### src/rtl/resp_cap_pkg.sv
package resp_cap_pkg;

  typedef enum logic [1:0] {
    ST_IDLE,
    ST_WAIT,
    ST_RECV,
    ST_DONE
  } cap_state_e;

  typedef enum logic [1:0] {
    FMT_NONE        = 2'd0,
    FMT_SHORT       = 2'd1,
    FMT_LONG        = 2'd2,
    FMT_SHORT_NOCRC = 2'd3
  } resp_fmt_e;

  localparam int unsigned CRC_W = 7;
  localparam logic [CRC_W-1:0] CRC_POLY = 7'h09;

  function automatic logic [CRC_W-1:0] crc_step(input logic [CRC_W-1:0] c, input logic b);
    logic fb;
    fb = b ^ c[CRC_W-1];
    return {c[CRC_W-2:0], 1'b0} ^ (fb ? CRC_POLY : '0);
  endfunction

endpackage

### src/rtl/resp_crc7.sv
module resp_crc7
  import resp_cap_pkg::*;
(
  input  logic             clk_i,
  input  logic             rst_ni,
  input  logic             clr_i,
  input  logic             en_i,
  input  logic             bit_i,
  output logic [CRC_W-1:0] crc_o
);

  logic [CRC_W-1:0] crc_q;

  always_ff @(posedge clk_i or negedge rst_ni) begin
    if (!rst_ni)     crc_q <= '0;
    else if (clr_i)  crc_q <= '0;
    else if (en_i)   crc_q <= crc_step(crc_q, bit_i);
  end

  assign crc_o = crc_q;

  AST_CRC_CLEAR: assert property (@(posedge clk_i) disable iff (!rst_ni)
    clr_i |=> crc_q == '0);

endmodule

### src/rtl/resp_rx_ctrl.sv
module resp_rx_ctrl
  import resp_cap_pkg::*;
#(
  parameter int unsigned FRAME_W       = 136,
  parameter int unsigned SHORT_BITS    = 48,
  parameter int unsigned TIMEOUT_TICKS = 64
) (
  input  logic               clk_i,
  input  logic               rst_ni,
  input  logic               start_i,
  input  logic [1:0]         fmt_i,
  input  logic               sample_i,
  input  logic               cmd_i,
  input  logic [CRC_W-1:0]   crc_i,
  output logic               crc_clr_o,
  output logic               crc_en_o,
  output logic               load_o,
  output logic               long_o,
  output logic [FRAME_W-1:0] frame_o,
  output logic               end_o,
  output logic               crc_err_o,
  output logic               timeout_o
);

  localparam int unsigned CNT_W       = $clog2(FRAME_W + 1);
  localparam int unsigned TO_W        = $clog2(TIMEOUT_TICKS + 1);
  localparam int unsigned TRAIL_W     = CRC_W + 1;
  localparam int unsigned SHORT_CRC_HI = SHORT_BITS - TRAIL_W;
  localparam int unsigned LONG_CRC_LO = 8;
  localparam int unsigned LONG_CRC_HI = FRAME_W - TRAIL_W;

  cap_state_e         state_q;
  resp_fmt_e          fmt_q;
  logic [CNT_W-1:0]   bit_cnt_q;
  logic [TO_W-1:0]    wait_cnt_q;
  logic [FRAME_W-1:0] shreg_q;
  logic               end_q, crc_err_q, to_q;

  logic               is_long, start_seen, recv_tick, in_crc, crc_checked;
  logic [CNT_W-1:0]   frame_len, bit_idx;

  assign is_long     = (fmt_q == FMT_LONG);
  assign frame_len   = is_long ? CNT_W'(FRAME_W) : CNT_W'(SHORT_BITS);
  assign start_seen  = sample_i && (state_q == ST_WAIT) && !cmd_i;
  assign recv_tick   = sample_i && (state_q == ST_RECV);
  assign bit_idx     = start_seen ? '0 : bit_cnt_q;
  assign in_crc      = is_long ? (bit_idx >= CNT_W'(LONG_CRC_LO) && bit_idx < CNT_W'(LONG_CRC_HI))
                               : (bit_idx < CNT_W'(SHORT_CRC_HI));
  assign crc_checked = (fmt_q == FMT_SHORT) || (fmt_q == FMT_LONG);

  assign crc_clr_o = start_i;
  assign crc_en_o  = !start_i && (start_seen || recv_tick) && in_crc;

  always_ff @(posedge clk_i or negedge rst_ni) begin
    if (!rst_ni) begin
      state_q    <= ST_IDLE;
      fmt_q      <= FMT_NONE;
      bit_cnt_q  <= '0;
      wait_cnt_q <= '0;
      shreg_q    <= '0;
      end_q      <= 1'b0;
      crc_err_q  <= 1'b0;
      to_q       <= 1'b0;
    end else if (start_i) begin
      state_q    <= (resp_fmt_e'(fmt_i) == FMT_NONE) ? ST_DONE : ST_WAIT;
      fmt_q      <= resp_fmt_e'(fmt_i);
      bit_cnt_q  <= '0;
      wait_cnt_q <= '0;
      shreg_q    <= '0;
      end_q      <= 1'b0;
      crc_err_q  <= 1'b0;
      to_q       <= 1'b0;
    end else begin
      unique case (state_q)
        ST_WAIT: if (sample_i) begin
          if (!cmd_i) begin
            shreg_q   <= {shreg_q[FRAME_W-2:0], 1'b0};
            bit_cnt_q <= CNT_W'(1);
            state_q   <= ST_RECV;
          end else if (wait_cnt_q == TO_W'(TIMEOUT_TICKS - 1)) begin
            to_q    <= 1'b1;
            end_q   <= 1'b1;
            state_q <= ST_IDLE;
          end else begin
            wait_cnt_q <= wait_cnt_q + 1'b1;
          end
        end
        ST_RECV: if (sample_i) begin
          shreg_q   <= {shreg_q[FRAME_W-2:0], cmd_i};
          bit_cnt_q <= bit_cnt_q + 1'b1;
          if (bit_cnt_q == frame_len - 1'b1) state_q <= ST_DONE;
        end
        ST_DONE: begin
          end_q   <= 1'b1;
          if (crc_checked && (crc_i != shreg_q[CRC_W:1])) crc_err_q <= 1'b1;
          state_q <= ST_IDLE;
        end
        default: ;
      endcase
    end
  end

  assign load_o    = (state_q == ST_DONE) && !start_i && (fmt_q != FMT_NONE);
  assign long_o    = is_long;
  assign frame_o   = shreg_q;
  assign end_o     = end_q;
  assign crc_err_o = crc_err_q;
  assign timeout_o = to_q;

  AST_START_CLEARS_END: assert property (@(posedge clk_i) disable iff (!rst_ni)
    start_i |=> !end_q);
  AST_WAIT_BOUND: assert property (@(posedge clk_i) disable iff (!rst_ni)
    state_q == ST_WAIT |-> wait_cnt_q < TO_W'(TIMEOUT_TICKS));
  AST_NOCRC_FMT3: assert property (@(posedge clk_i) disable iff (!rst_ni)
    fmt_q == FMT_SHORT_NOCRC |-> !crc_err_q);
  AST_TO_NO_CRC: assert property (@(posedge clk_i) disable iff (!rst_ni)
    !(to_q && crc_err_q));
  AST_END_AFTER_DONE: assert property (@(posedge clk_i) disable iff (!rst_ni)
    (state_q == ST_DONE && !start_i) |=> end_q);

endmodule

### src/rtl/resp_word_fifo.sv
module resp_word_fifo #(
  parameter int unsigned FRAME_W    = 136,
  parameter int unsigned SHORT_BITS = 48,
  parameter int unsigned WORD_W     = 16
) (
  input  logic               clk_i,
  input  logic               rst_ni,
  input  logic               flush_i,
  input  logic               load_i,
  input  logic               long_i,
  input  logic [FRAME_W-1:0] frame_i,
  input  logic               rd_i,
  output logic [WORD_W-1:0]  rd_data_o
);

  localparam int unsigned DEPTH       = (FRAME_W + WORD_W - 1) / WORD_W;
  localparam int unsigned PAD_W       = DEPTH * WORD_W - FRAME_W;
  localparam int unsigned SHORT_WORDS = SHORT_BITS / WORD_W;
  localparam int unsigned HALF        = WORD_W / 2;
  localparam int unsigned PTR_W       = $clog2(DEPTH + 1);

  logic [DEPTH*WORD_W-1:0] padded;
  logic [WORD_W-1:0]       long_w  [DEPTH];
  logic [WORD_W-1:0]       short_w [DEPTH];
  logic [WORD_W-1:0]       mem_q   [DEPTH];
  logic [PTR_W-1:0]        cnt_q, rptr_q;
  logic                    empty;

  assign padded = {frame_i, {PAD_W{1'b0}}};

  for (genvar k = 0; k < DEPTH; k++) begin : g_word
    assign long_w[k] = padded[DEPTH*WORD_W-1-k*WORD_W -: WORD_W];
    if (k < SHORT_WORDS - 1) begin : g_full
      assign short_w[k] = frame_i[SHORT_BITS-1-k*WORD_W -: WORD_W];
    end else if (k == SHORT_WORDS - 1) begin : g_tail
      assign short_w[k] = {{HALF{1'b0}}, frame_i[WORD_W-1:HALF]};
    end else begin : g_none
      assign short_w[k] = '0;
    end

    always_ff @(posedge clk_i or negedge rst_ni) begin
      if (!rst_ni)                mem_q[k] <= '0;
      else if (load_i && !flush_i) mem_q[k] <= long_i ? long_w[k] : short_w[k];
    end
  end

  assign empty = (rptr_q == cnt_q);

  always_ff @(posedge clk_i or negedge rst_ni) begin
    if (!rst_ni) begin
      cnt_q  <= '0;
      rptr_q <= '0;
    end else if (flush_i) begin
      cnt_q  <= '0;
      rptr_q <= '0;
    end else if (load_i) begin
      cnt_q  <= long_i ? PTR_W'(DEPTH) : PTR_W'(SHORT_WORDS);
      rptr_q <= '0;
    end else if (rd_i && !empty) begin
      rptr_q <= rptr_q + 1'b1;
    end
  end

  assign rd_data_o = empty ? '0 : mem_q[rptr_q[$clog2(DEPTH)-1:0]];

  AST_PTR_BOUND: assert property (@(posedge clk_i) disable iff (!rst_ni)
    rptr_q <= cnt_q);
  AST_EMPTY_HOLD: assert property (@(posedge clk_i) disable iff (!rst_ni)
    (rd_i && empty && !load_i && !flush_i) |=> $stable(rptr_q));
  AST_FLUSH_EMPTY: assert property (@(posedge clk_i) disable iff (!rst_ni)
    flush_i |=> cnt_q == '0);

endmodule

### src/rtl/resp_capture.sv
module resp_capture
  import resp_cap_pkg::*;
#(
  parameter int unsigned FRAME_W       = 136,
  parameter int unsigned SHORT_BITS    = 48,
  parameter int unsigned WORD_W        = 16,
  parameter int unsigned TIMEOUT_TICKS = 64
) (
  input  logic              clk_i,
  input  logic              rst_ni,
  input  logic              start_i,
  input  logic [1:0]        fmt_i,
  input  logic              sample_i,
  input  logic              cmd_i,
  input  logic              rd_i,
  output logic [WORD_W-1:0] rd_data_o,
  output logic [15:0]       status_o,
  output logic [7:0]        irq_o
);

  localparam int unsigned ST_DONE_BIT = 11;
  localparam int unsigned ST_CRC_BIT  = 5;
  localparam int unsigned ST_TO_BIT   = 1;
  localparam int unsigned IRQ_END_BIT = 2;

  logic [CRC_W-1:0]   crc;
  logic               crc_clr, crc_en, load, is_long, resp_end, crc_err, resp_to;
  logic [FRAME_W-1:0] frame;

  resp_rx_ctrl #(
    .FRAME_W      (FRAME_W),
    .SHORT_BITS   (SHORT_BITS),
    .TIMEOUT_TICKS(TIMEOUT_TICKS)
  ) i_ctrl (
    .clk_i    (clk_i),
    .rst_ni   (rst_ni),
    .start_i  (start_i),
    .fmt_i    (fmt_i),
    .sample_i (sample_i),
    .cmd_i    (cmd_i),
    .crc_i    (crc),
    .crc_clr_o(crc_clr),
    .crc_en_o (crc_en),
    .load_o   (load),
    .long_o   (is_long),
    .frame_o  (frame),
    .end_o    (resp_end),
    .crc_err_o(crc_err),
    .timeout_o(resp_to)
  );

  resp_crc7 i_crc (
    .clk_i (clk_i),
    .rst_ni(rst_ni),
    .clr_i (crc_clr),
    .en_i  (crc_en),
    .bit_i (cmd_i),
    .crc_o (crc)
  );

  resp_word_fifo #(
    .FRAME_W   (FRAME_W),
    .SHORT_BITS(SHORT_BITS),
    .WORD_W    (WORD_W)
  ) i_fifo (
    .clk_i    (clk_i),
    .rst_ni   (rst_ni),
    .flush_i  (start_i),
    .load_i   (load),
    .long_i   (is_long),
    .frame_i  (frame),
    .rd_i     (rd_i),
    .rd_data_o(rd_data_o)
  );

  always_comb begin
    status_o              = '0;
    status_o[ST_DONE_BIT] = resp_end;
    status_o[ST_CRC_BIT]  = crc_err;
    status_o[ST_TO_BIT]   = resp_to;
    irq_o                 = '0;
    irq_o[IRQ_END_BIT]    = resp_end;
  end

  AST_TO_MEANS_EMPTY: assert property (@(posedge clk_i) disable iff (!rst_ni)
    resp_to |-> rd_data_o == '0);

endmodule

### config.mk
export PLATFORM = sky130hd
export DESIGN_NAME = resp_capture
export DESIGN_NICKNAME = d
export VERILOG_FILES = /design/src/rtl/resp_cap_pkg.sv /design/src/rtl/resp_crc7.sv /design/src/rtl/resp_rx_ctrl.sv /design/src/rtl/resp_word_fifo.sv /design/src/rtl/resp_capture.sv
export SDC_FILE = /design/constraint.sdc
export NUM_CORES = 1
export LEC_CHECK = 0
export ABC_CLOCK_PERIOD_IN_PS = 4100
export BUFFER_PORTS_ARGS = -buffer_cell sky130_fd_sc_hd__buf_2
export CAP_MARGIN = 30
export CORE_MARGIN = 2
export CORE_UTILIZATION = 40
export CTS_CLUSTER_SIZE = 16
export DETAILED_ROUTE_END_ITERATION = 8
export PLACE_DENSITY = 0.62
export SYNTH_ARGS = -nofsm -noshare
export SYNTH_HDL_FRONTEND = slang
export SYNTH_SLANG_ARGS = --single-unit
### constraint.sdc
create_clock -name clk_i -period 4.1 [get_ports clk_i]
set_input_delay 0.41 -clock clk_i [delete_from_list [all_inputs] [get_ports clk_i]]
set_output_delay 0.41 -clock clk_i [all_outputs]
set_load 0.01 [all_outputs]
Yosys cells after proc, flatten, opt, wreduce, memory -nomap -nowiden

Cells that the tools add are included.
W data, S select, Z words.

Flip-flop bits (word level): 317
Bits in latches: 0
RAM bits: 0
Memory bits (read-only): 0
Memories kept: 0

Add/sub/neg operators: 4
Multiply operators: 0
Divide/modulo/power cells: 0
Magnitude comparators: 4
Eq/ne operators: 17
Shift-type cells: 0
Multiplexer cells: 58
Bitwise gates (word level): 3
Reductions and logical operators: 36

Operators with widths:

| operator              | count |
|---|---|
| $mux W136             | 4 |
| $pmux W136 S2         | 1 |
| $mux W16              | 12 |
| $bmux W16 S4          | 1 |
| $mux W7               | 7 |
| $mux W8               | 6 |
| $mux W4               | 7 |
| $ne A3 B3 Y1 const B  | 6 |
| $reduce_bool A2 Y1    | 9 |
| $pmux W8 S2           | 1 |
| $reduce_and A4 Y1     | 4 |
| $mux W2               | 7 |
| $logic_and A1 B1 Y1   | 11 |
| $mux W1               | 10 |
| $reduce_bool A3 Y1    | 3 |
| $add A8 B1 Y8 const B | 1 |
| $eq A8 B8 Y1          | 1 |
| $ge A8 B4 Y1 const B  | 1 |
| $lt A8 B6 Y1 const B  | 1 |
| $lt A8 B8 Y1 const B  | 1 |
| $sub A8 B1 Y8 const B | 1 |
| $add A7 B1 Y7 const B | 1 |
| $eq A7 B6 Y1 const B  | 1 |
| $ne A7 B7 Y1          | 1 |
| other kinds (18)      | 24 |

Longest topological paths before layout

Gate-level depths: netlist (run 1).

Depth after elaboration: 10
Depth in mapped cells: 11

Hierarchy

A second synthesis (run 1) with hierarchy kept.

Cells, all modules: 1,509
Area, all modules: 14,515.2 µm²

By module, submodules not included:

| module         | times used | cells an instance | area an instance (µm²) |
|---|---|---|---|
| resp_word_fifo | 1          | 713               | 7,034.2 |
| resp_rx_ctrl   | 1          | 743               | 6,989.2 |
| resp_crc7      | 1          | 28                | 307.8 |
| resp_capture   | 1          | 25                | 183.9 |

Worst setup path before layout (run 1)

No wires, ideal clock.

Path type: reg-to-output
Start point: register i_fifo.rptr_q[0]
End point: output port rd_data_o[10]
Arrival time: 1,723 ps
Required time: 3,690 ps
Slack: 1,967 ps
Cell stages (with the launch flop): 6
Path buffers: 1
Cells stage by stage: dfrtp_1 buf_2 or4b_2 a31oi_2 nand2_1 o21ai_0

Cells in the longest elaborated chain, start to end: 5

RTL lines:

| what                                         | RTL line             | text |
|---|---|---|
| start: declaration                           | resp_word_fifo.sv:26 | `logic [PTR_W-1:0] cnt_q, rptr_q;` |
| start signal: assignment                     | resp_word_fifo.sv:60 | `rptr_q <= rptr_q + 1'b1;` |
| $not A4 Y5 (implied by the code)             | resp_word_fifo.sv:64 | `assign rd_data_o = empty ? '0 : mem_q[rptr_q[$clog2(DEPTH)-1:0]];` |
| $bmux W16 S4                                 | resp_word_fifo.sv:64 |  |
| $mux W16 (implied by the code) (2 in series) | resp_word_fifo.sv:64 |  |
| $mux W16 *                                   | resp_word_fifo.sv:64 |  |
| end: declaration                             | resp_capture.sv:16   | `output logic [WORD_W-1:0] rd_data_o,` |

Every way passes the cells marked *; elsewhere a longest branch is shown, timed or not. The select of a mux whose other input is x is not followed.

Worst setup path in the final report (run 1)

Start point: register i_fifo.rptr_q[0]
End point: output port rd_data_o[15]

Same word-level chain as after synthesis.

==> results of run 1 <==
==> per-stage QoR <==
| stage | cell area [um2] | std cells | setup WS, ns | hold slack [ns] |
|---|---|---|---|---|
| after floorplan | 14200 | 1528 | 1.97 | 0.114 |
| after global placement | 14500 | 1898 | 1.34 | 0.456 |
| after detailed placement | 14500 | 1898 | 1.27 | 0.465 |
| after CTS | 15700 | 1958 | 0.787 | 0.118 |
| after global routing | 15700 | 1959 | 0.688 | 0.143 |
| final | 15700 | 1959 | 0.853 | 0.142 |
==> cells by family (layout without fill, tap and decap cells) <==
family	count (synthesis)	after routing	synth area share
compound gates	324	324	0.121
other cells	1	20	0.000264
fa+ha+maj	8	8	0.00706
xor+xnor	20	20	0.0124
buf+inv	144	120	0.0533
mux	95	95	0.0953
flops	308	308	0.544
simple gates	609	609	0.167
==> sequential cells by signal, summed over array words and instances, names as in the netlist, 2 cells and up <==
| name | count |
|---|---|
| i_ctrl.frame_o | 136 |
| i_fifo.rptr_q | 4 |
| i_fifo.mem_q | 136 |
| i_crc.crc_o | 7 |
| i_ctrl.fmt_q | 2 |
| i_fifo.cnt_q | 3 |
| i_ctrl.state_q | 2 |
| i_ctrl.wait_cnt_q | 7 |
| i_ctrl.bit_cnt_q | 8 |
==> worst min-delay path, delay by kind of cell <==
family	cells	cell delay (ns)
AO/OA/AOI/OAI	1	0.06
AND/OR/NAND/NOR	1	0.05
buffers and inverters	1	0.10
==> worst max path at each step <==
stage	startpoint	end	slack, ns	cells past startpoint
CTS	i_fifo.rptr_q[0]$_DFFE_PN0P_	rd_data_o[15]	0.79	5
finish	i_fifo.rptr_q[0]$_DFFE_PN0P_	rd_data_o[15]	0.85	5
floorplan	i_fifo.rptr_q[0]$_DFFE_PN0P_	rd_data_o[10]	1.97	5
detailed placement	start_i	i_ctrl.frame_o[10]$_DFFE_PN0P_	1.27	6
global placement	start_i	i_ctrl.frame_o[17]$_DFFE_PN0P_	1.34	6
global route	i_fifo.rptr_q[0]$_DFFE_PN0P_	rd_data_o[15]	0.69	5
==> metal layers <==
metal / vias up / track usage / share of wire
met2: 145 / 0.295 / 0.47
met4: 2 / 0.0537 / 0.024
met3: 59 / 0.0258 / 0.037
li1: 4928 / - / -
met5: - / 0 / 0.00040
met1: 4810 / 0.260 / 0.47
==> final cells by class <==
cell class	count	area share
Inverter	12	0.00302
Sequential cell	308	0.490
Multi-Input combinational cell	1076	0.369
Timing Repair Buffer	49	0.0275
Clock inverter	5	0.00620
Tap cell	455	0.0362
Clock buffer	54	0.0678
==> cell usage after synthesis (all sizes together) (2+ instances only) <==
master	number	area share
mux4	32	0.051
buf	68	0.033
nor2	33	0.0087
a21oi	5	0.0018
and2	2	0.00088
dfrtp	308	0.54
nor4	2	0.00088
nor2b	2	0.0011
xnor2	10	0.0062
nor3	3	0.0011
nand3	10	0.0035
mux2i	63	0.044
o21ai	299	0.11
nand4	5	0.0022
a31oi	2	0.0013
ha	8	0.0071
o211ai	2	0.0011
xor2	10	0.0062
o31ai	5	0.0026
nor4bb	2	0.0014
nand2b	3	0.0013
nand2	540	0.14
inv	12	0.0032
and3	4	0.0018
clkbuf	64	0.017
==> power by group <==
group	switching (mW)	internal [mW]	total (mW)	leakage, nW
Clock	1.22	1.91	3.14	0.572
Sequential	0.0834	3.08	3.17	4.29
Combinational	0.726	0.309	1.03	1.71
Total	2.03	5.31	7.34	6.58
==> qor.yml, run 1 <==
p_leak_nw: 6.58
global_route_wire_length_before_repair_um: 53600
worst_rel_slew_slack: 0.421
area_growth_pct: 11.0
detailedRoute.firstPassIterationCount: 5
gp_congestion: 0.773
hold_class: "in2reg"
number_of_global_route_vias_before_repair: 9862
postRouteWirelength_um: 32600
final.setup.tns_ns: 0
fraction_of_final_layout_cells_with_drive_strength_greater_than_1: 0.0951
floorplan.die.width_um: 192
cts_buffers: 34
final_max_slew_viol_count: 0
groute.usage.overall: 0.184
hold_path_end: "i_ctrl.fmt_q[0]$_DFFE_PN0P_"
totalPowerFinal_mw: 7.34
num_rows: 68
type_of_the_worst_setup_path: "reg2out"
die_area_mm2: 0.0370
fillCellCount: 3358
critical_path.reg2reg.endpoint: "i_ctrl.frame_o[10]$_DFFE_PN0P_"
critical_path.cell_chain: "buf_4 -> mux4_2 -> mux2i_1 -> o21ai_0 -> buf_2"
detail_route.iter0.violations: 686
cts-resized-gates: 0
layout.cells.most_common: "sky130_fd_sc_hd__nand2_1"
tightest_slew_ns: 0.868
post-cts-setup-buffers: 0
clk_root_buffer_cell: "sky130_fd_sc_hd__clkbuf_16"
syn-instance-count: 1509
synthesis.area_per_instance_um2: 9.40
maxClockFrequency_ghz: 0.308
insertion_delay_ns: 0.52
place.port_buffers: 27
multi_input_area_mm2: 0.00581
required_ns: 3.69
r2r_start: "i_ctrl.state_q[1]$_DFFE_PN0P_"
hold_start: "fmt_i[0]"
number_of_antenna_violations_at_the_first_check_in_global_routing: 1
tritoncts: "yes"
grt_max_degree: 107
syn_std_cell_area_mm2: 0.0142
worst-path-buf-inv: 2
worst_setup_hold_path_clk_slew_ns: 0.06
detailed_place_hpwl_um: 21000
route.detailed.wl_per_inst_um: 16.6
worst_path_max_delay_cell: "sky130_fd_sc_hd__dfrtp_2"
avgViaCountPerCell: 5.08
arrival_ns: 2.84
route.detailed.drc: 0
timing.hold.worst_path_depth: 3
synth.distinct_cells: 47
critPathMaxFanout: 21
floorplan.initialDensity: 0.408
depth_of_the_worst_register_to_register_path: 7
antennaDiodeCount: 0
layout.nets: 1497
setup_viol_count_final: 0
finalCriticalPeriod_ns: 3.25
ys_seq_elements: 308
result_of_the_run: "finished clean"
core_area_mm2: 0.0347
setup.worst_path.end_class: "primary output"
synth_edf_count: 0
postSynth.topFlopCell: "sky130_fd_sc_hd__dfrtp_1"
finalCritPeriodShare: 0.792
cpPeakStageDelay_ns: 0.67
vias: 9944
rsz0062_at_grt: "no"
ir_worst_vdd_v: 0.000216
synth_sequential_area_ratio: 0.544
delay_heaviest_family_cp: "multiplexers"
r2r_slack_ns: 1.49
post_cts_hold_buffer_count: 1
cts-root-to-sink-buffers: 3
maximum_level_of_the_cts_h_tree: 2
register_area_mm2: 0.00771
mostFrequentLayoutCells: "sky130_fd_sc_hd__nand2_1, sky130_fd_sc_hd__dfrtp_1, sky130_fd_sc_hd__o21ai_0"
finalHoldViolCount: 0
antenna_left: 0
yosys_warnings: 0
drv_cap: 0
io-pin-count: 48
utilization: 0.453
asyncSetResetFlopFracSynth: 1.00
cellPowerDensity_mw_per_mm2: 466
critical_path.startpoint_type: "flip-flop"
worst_clock_skew_ns: 0.0234
globalRoute.totalOverflow: 0
clock_sink_count: 308
die_h_um: 192
Note: power is estimated with default switching activity, not from simulation.
==> run 2, diff against run 1 <==
- ABC_CLOCK_PERIOD_IN_PS: 4100 -> 2860
- PLACE_DENSITY: 0.62 -> 0.65
- clock period: 4.1 -> 2.86 ns (I/O delays scaled with it)
==> run 2 against run 1 <==
Sequential cell count unchanged; critical path depth did not move; hold slack worse by 0.13 ns; utilization about the same; final cell count up 0.20%; via count grew 0.25%; global-route usage decreased by 0.38 points; critical path type unchanged; wire length is 2.0% lower; sequential power rose by 42%.
==> qor.yml, run 2 (synthesis gave the netlist of run 1 again) <==
result_of_the_run: "finished clean"
num_rows: 68  # unchanged
io-pin-count: 48  # unchanged
finalHoldViolCount: 0  # unchanged
area_growth_pct: 11.1  # about the same
die_h_um: 192  # unchanged
layout.cells.most_common: "sky130_fd_sc_hd__nand2_1"
floorplan.initialDensity: 0.408  # unchanged
groute.usage.overall: 0.180  # -0.00381
finalCriticalPeriod_ns: 2.69
critical_path.startpoint_type: "flip-flop"
cts_buffers: 35  # +2.9%
whs_ns: 0.0133  # -0.129 ns
type_of_the_worst_setup_path: "reg2out"
insertion_delay_ns: 0.52  # about the same
utilization: 0.454  # about the same
cts-root-to-sink-buffers: 3  # unchanged
p_leak_nw: 6.57  # about the same
antenna_left: 0  # unchanged
route.detailed.wl_per_inst_um: 16.3  # -2.2%
worst-path-buf-inv: 1  # -1
postRouteWirelength_um: 31900  # -2.0%
detailedRoute.firstPassIterationCount: 6  # +1
setup.worst_path.end_class: "primary output"
clock_sink_count: 308  # unchanged
avgViaCountPerCell: 5.08  # about the same
antennaDiodeCount: 0  # unchanged
maximum_level_of_the_cts_h_tree: 2  # unchanged
globalRoute.totalOverflow: 0  # unchanged
final_cell_area_mm2: 0.0157  # about the same
post_dp_cell_area_mm2: 0.0146  # +0.59%
rsz0062_at_grt: "no"
post-cts-setup-buffers: 0  # unchanged
place.port_buffers: 27  # unchanged
mostFrequentLayoutCells: "sky130_fd_sc_hd__nand2_1, sky130_fd_sc_hd__dfrtp_1, sky130_fd_sc_hd__o21ai_0"
route.detailed.drc: 0  # unchanged
worst_setup_hold_path_clk_slew_ns: 0.06  # about the same
hold_class: "in2reg"
number_of_antenna_violations_at_the_first_check_in_global_routing: 0  # -1
dp_slack_ns: 0.563  # -0.711 ns
final.setup.tns_ns: 0  # unchanged
arrival_ns: 2.40  # -0.44 ns
ir_worst_vdd_v: 0.000426  # +97%
tightest_slew_ns: 0.721  # -0.147 ns
maxClockFrequency_ghz: 0.372
worst_clock_skew_ns: 0.0162  # -0.00726 ns
number_of_global_route_vias_before_repair: 9723  # -1.4%
grt_max_degree: 111  # +3.7%
finalWorstSetupSlack_ns: 0.174  # -0.679 ns
critical_path.cell_chain: "or4b_2 -> a31oi_4 -> nand2_1 -> o21ai_0 -> buf_2"
delay_heaviest_family_cp: "simple AND/OR/NAND/NOR gates"
finalCritPeriodShare: 0.939
gp_congestion: 0.768  # -0.66%
detailed_place_hpwl_um: 20700  # -1.3%
final_max_slew_viol_count: 0  # unchanged
die_area_mm2: 0.0370  # unchanged
tritoncts: "yes"
required_ns: 2.57  # -1.12 ns
detail_route.iter0.violations: 801  # +17%
vias: 9969  # +0.25%
fraction_of_final_layout_cells_with_drive_strength_greater_than_1: 0.0955  # +0.000411
setup_viol_count_final: 0  # unchanged
worst_rel_slew_slack: 0.520  # +0.0983
cpPeakStageDelay_ns: 0.72  # +0.05 ns
floorplan.die.width_um: 192  # unchanged
cellPowerDensity_mw_per_mm2: 661  # +42%
clk_root_buffer_cell: "sky130_fd_sc_hd__clkbuf_16"
worst_path_max_delay_cell: "sky130_fd_sc_hd__or4b_2"
core_area_mm2: 0.0347  # unchanged
global_route_wire_length_before_repair_um: 53100  # -1.0%
layout.nets: 1500  # +0.20%
drv_cap: 0  # unchanged
critPathMaxFanout: 8  # -62%
## run 2: changes by cell type in the layout (fill, tap and decap cells not counted), moves of 2 or more
cell / previous run / this run
sky130_fd_sc_hd__buf_4: 12 / 10
sky130_fd_sc_hd__clkbuf_8: 12 / 6
sky130_fd_sc_hd__buf_12: 8 / 13
sky130_fd_sc_hd__clkbuf_1: 7 / 10
sky130_fd_sc_hd__clkinv_2: 1 / 5
## run 2: stage by stage
step                power, mW  instances
CTS                      10.5       1963
global placement         6.14       1901
detailed placement       6.16       1901
global route             10.9       1963
finish                   10.4       1963
floorplan                5.73       1528
## run 2: worst reg2reg max path: cells and delay by family, from the launching register on
kind                       cells  cell delay, ns
buffers and inverters          1            0.07
AOI/OAI and AO/OA              3            0.99
adders and majority gates      1            0.26
and+or+nand+nor                2            0.38
DFF                            1            0.41
## run 2: layout make-up
cell class              instances  area, um2
fillers                      3319      19000
flip-flops and latches        308       7710
multi-input cells            1076       5820
clock buffers                  52       1020
well taps                     455        569
repair buffers                 51        490
clock inverters                 9       87.6
inverters                      12       47.5
## run 2: worst paths after layout
check                                                    from                              to  slack (ns)  cells after the start
max in group asynchronous                              rst_ni    i_fifo.mem_q[78]$_DFFE_PN0P_        1.57                      3
worst min register to register   i_fifo.mem_q[35]$_DFFE_PN0P_    i_fifo.mem_q[35]$_DFFE_PN0P_        0.47                      2
worst max-delay path             i_fifo.rptr_q[0]$_DFFE_PN0P_                   rd_data_o[11]        0.17                      5
worst max register to register  i_ctrl.state_q[1]$_DFFE_PN0P_      i_crc.crc_o[6]$_DFFE_PN0P_        0.62                      7
worst min-delay path                                 fmt_i[0]     i_ctrl.fmt_q[0]$_DFFE_PN0P_        0.01                      3
min in group asynchronous                              rst_ni  i_ctrl.frame_o[11]$_DFFE_PN0P_        0.39                      2
## run 2: timing repair
| item | in CTS | in global routing |
|---|---|---|
| resized for setup | 0 | 1 |
| hold buffers | 1 | 0 |
| hold endpoints to repair | 82 | 0 |
| setup endpoints to repair | 0 | 7 |
## run 2: layer usage
layer / vias up / track usage / wire length [um]
li1: 4928 / - / -
met1: 4849 / 0.263 / 15200
met4: 0 / 0.0502 / 736
met3: 47 / 0.0247 / 1120
met2: 145 / 0.281 / 14900
met5: - / 0 / 0
## run 2: power by group
group / switching, mW / internal, mW / leakage (nW) / total [mW]
Sequential: 0.0643 / 4.42 / 4.29 / 4.49
Combinational: 1.09 / 0.488 / 1.73 / 1.58
Clock: 1.77 / 2.57 / 0.544 / 4.34
==> run 3, diff against run 2 <==
- RECOVER_POWER: not set -> 25
==> run 3 against run 2 <==
Final cell count did not move; clock skew about the same; first-iteration DRC count stayed put; critical path type unchanged; via count is 0.11% higher; count of clock-buffer cells in the layout unchanged; non-clock buffer count did not move; design area down 0.14%; die area unchanged; the run now ends with capacitance limit, slew limit left; critical endpoint unchanged; sequential cell count did not move.
==> qor.yml, run 3 (synthesis gave the netlist of run 1 again) <==
delay_heaviest_family_cp: "simple AND/OR/NAND/NOR gates"
finalCritPeriodShare: 0.939  # about the same
multi_input_area_mm2: 0.00582  # unchanged
worst_path_max_delay_cell: "sky130_fd_sc_hd__or4b_2"
postRouteWirelength_um: 31900  # about the same
detail_route.iter0.violations: 801  # unchanged
vias: 9980  # +0.11%
cellPowerDensity_mw_per_mm2: 661  # +0.11%
r2r_slack_ns: 0.62  # about the same
type_of_the_worst_setup_path: "reg2out"
worst_clock_skew_ns: 0.0160  # -0.000165 ns
post_dp_cell_area_mm2: 0.0146  # unchanged
cts-root-to-sink-buffers: 3  # unchanged
route.detailed.wl_per_inst_um: 16.3  # about the same
tightest_slew_ns: 2.12  # +1.40 ns
setup_viol_count_final: 0  # unchanged
groute.usage.overall: 0.180  # unchanged
floorplan.die.width_um: 192  # unchanged
insertion_delay_ns: 0.52  # about the same
clk_root_buffer_cell: "sky130_fd_sc_hd__clkbuf_16"
io-pin-count: 48  # unchanged
violations: "capacitance limit, slew limit"
antenna_left: 0  # unchanged
finalWorstSetupSlack_ns: 0.174  # +0.0000810 ns
floorplan.initialDensity: 0.408  # unchanged
area_growth_pct: 10.9
tritoncts: "yes"
dp_slack_ns: 0.563  # unchanged
antennaDiodeCount: 0  # unchanged
maximum_level_of_the_cts_h_tree: 2  # unchanged
detailedRoute.firstPassIterationCount: 6  # unchanged
p_leak_nw: 6.55  # -0.24%
die_area_mm2: 0.0370  # unchanged
maxClockFrequency_ghz: 0.372  # about the same
num_rows: 68  # unchanged
result_of_the_run: "finished, violations left"
gp_congestion: 0.768  # unchanged
global_route_wire_length_before_repair_um: 53100  # unchanged
route.detailed.drc: 0  # unchanged
place.port_buffers: 27  # unchanged
clock_sink_count: 308  # unchanged
hold_class: "in2reg"
ir_worst_vdd_v: 0.000426  # about the same
detailed_place_hpwl_um: 20700  # unchanged
worst_setup_hold_path_clk_slew_ns: 0.06  # about the same
final_max_slew_viol_count: 85  # +85
die_h_um: 192  # unchanged
register_area_mm2: 0.00771  # unchanged
fraction_of_final_layout_cells_with_drive_strength_greater_than_1: 0.0942  # -0.00133
worst-path-buf-inv: 1  # unchanged
finalHoldViolCount: 0  # unchanged
critPathMaxFanout: 8  # unchanged
setup.worst_path.end_class: "primary output"
core_area_mm2: 0.0347  # unchanged
final.setup.tns_ns: 0  # unchanged
arrival_ns: 2.40  # about the same
worst_rel_slew_slack: -0.413  # -0.933
finalCriticalPeriod_ns: 2.69  # -0.0000810 ns
cts_buffers: 35  # unchanged
fillCellCount: 3319  # unchanged
layout.nets: 1500  # unchanged
mostFrequentLayoutCells: "sky130_fd_sc_hd__nand2_1, sky130_fd_sc_hd__dfrtp_1, sky130_fd_sc_hd__o21ai_0"
layout.cells.most_common: "sky130_fd_sc_hd__nand2_1"
globalRoute.totalOverflow: 0  # unchanged
final_cell_area_mm2: 0.0157  # -0.14%
number_of_global_route_vias_before_repair: 9723  # unchanged
grt_max_degree: 111  # unchanged
rsz0062_at_grt: "no"
cpPeakStageDelay_ns: 0.72  # about the same
avgViaCountPerCell: 5.08  # +0.11%
required_ns: 2.57  # about the same
post-cts-setup-buffers: 0  # unchanged
number_of_antenna_violations_at_the_first_check_in_global_routing: 0  # unchanged
critical_path.startpoint_type: "flip-flop"
drv_cap: 1  # +1
critical_path.cell_chain: "or4b_2 -> a31oi_4 -> nand2_1 -> o21ai_0 -> buf_2"
[run 3: cell count changes in the layout (fill, tap and decap cells not counted)]
cell	before	now
sky130_fd_sc_hd__buf_12	13	12
sky130_fd_sc_hd__buf_2	26	25
sky130_fd_sc_hd__clkbuf_1	10	12
sky130_fd_sc_hd__buf_6	0	1
sky130_fd_sc_hd__buf_8	1	0
[run 3: final timing paths]
path | startpoint | end | cells after the start
worst max register to register | i_ctrl.state_q[1]$_DFFE_PN0P_ | i_crc.crc_o[6]$_DFFE_PN0P_ | 7
min in group asynchronous | rst_ni | i_ctrl.frame_o[11]$_DFFE_PN0P_ | 2
worst min-delay path | fmt_i[0] | i_ctrl.fmt_q[0]$_DFFE_PN0P_ | 3
max in group asynchronous | rst_ni | i_fifo.rptr_q[0]$_DFFE_PN0P_ | 2
worst min register to register | i_fifo.mem_q[35]$_DFFE_PN0P_ | i_fifo.mem_q[35]$_DFFE_PN0P_ | 2
worst max-delay path | i_fifo.rptr_q[0]$_DFFE_PN0P_ | rd_data_o[11] | 5
[run 3: report_power, final]
part	switching [mW]	total, mW	internal (mW)
clock	1.77	4.34	2.57
combinational	1.09	1.58	0.486
sequential	0.0643	4.49	4.42
total	2.93	10.4	7.48
[run 3: worst min-delay path, stage by stage]
cell                      delay [ns]
sky130_fd_sc_hd__buf_2          0.10
sky130_fd_sc_hd__nand2_1        0.04
sky130_fd_sc_hd__o21ai_0        0.06
[run 3: area by class of cell]
cell class              instances  share of cell area
clock inverters                 9             0.00557
multi-input cells            1076               0.370
inverters                      12             0.00302
flip-flops and latches        308               0.490
repair buffers                 51              0.0298
clock buffers                  52              0.0649
well taps                     455              0.0362
[run 3: what timing repair did]
item / in CTS / in global routing
gates resized for setup: 0 / 1
endpoints found under the hold margin: 82 / 0
endpoints found under the setup margin: 0 / 7
hold buffers: 1 / 0
[run 3: through the flow]
step / cells / hold slack (ns) / total power [mW] / utilization
after global placement: 1901 / 0.356 / 6.14 / 0.421
after global routing: 1963 / 0.0224 / 10.9 / 0.453
after floorplan: 1528 / -0.00959 / 5.73 / -
after CTS: 1963 / 0.00355 / 10.5 / 0.453
after detailed placement: 1901 / 0.358 / 6.16 / 0.421
final: 1963 / 0.0135 / 10.4 / 0.453
[run 3: layer usage]
metal / up-vias / share of wire / track usage / routed length [um]
met4: 0 / 0.023 / 0.0502 / 736
met3: 47 / 0.036 / 0.0247 / 1150
li1: 4926 / - / - / -
met1: 4853 / 0.47 / 0.263 / 15100
met5: - / 0 / 0 / 0
met2: 154 / 0.47 / 0.281 / 14900
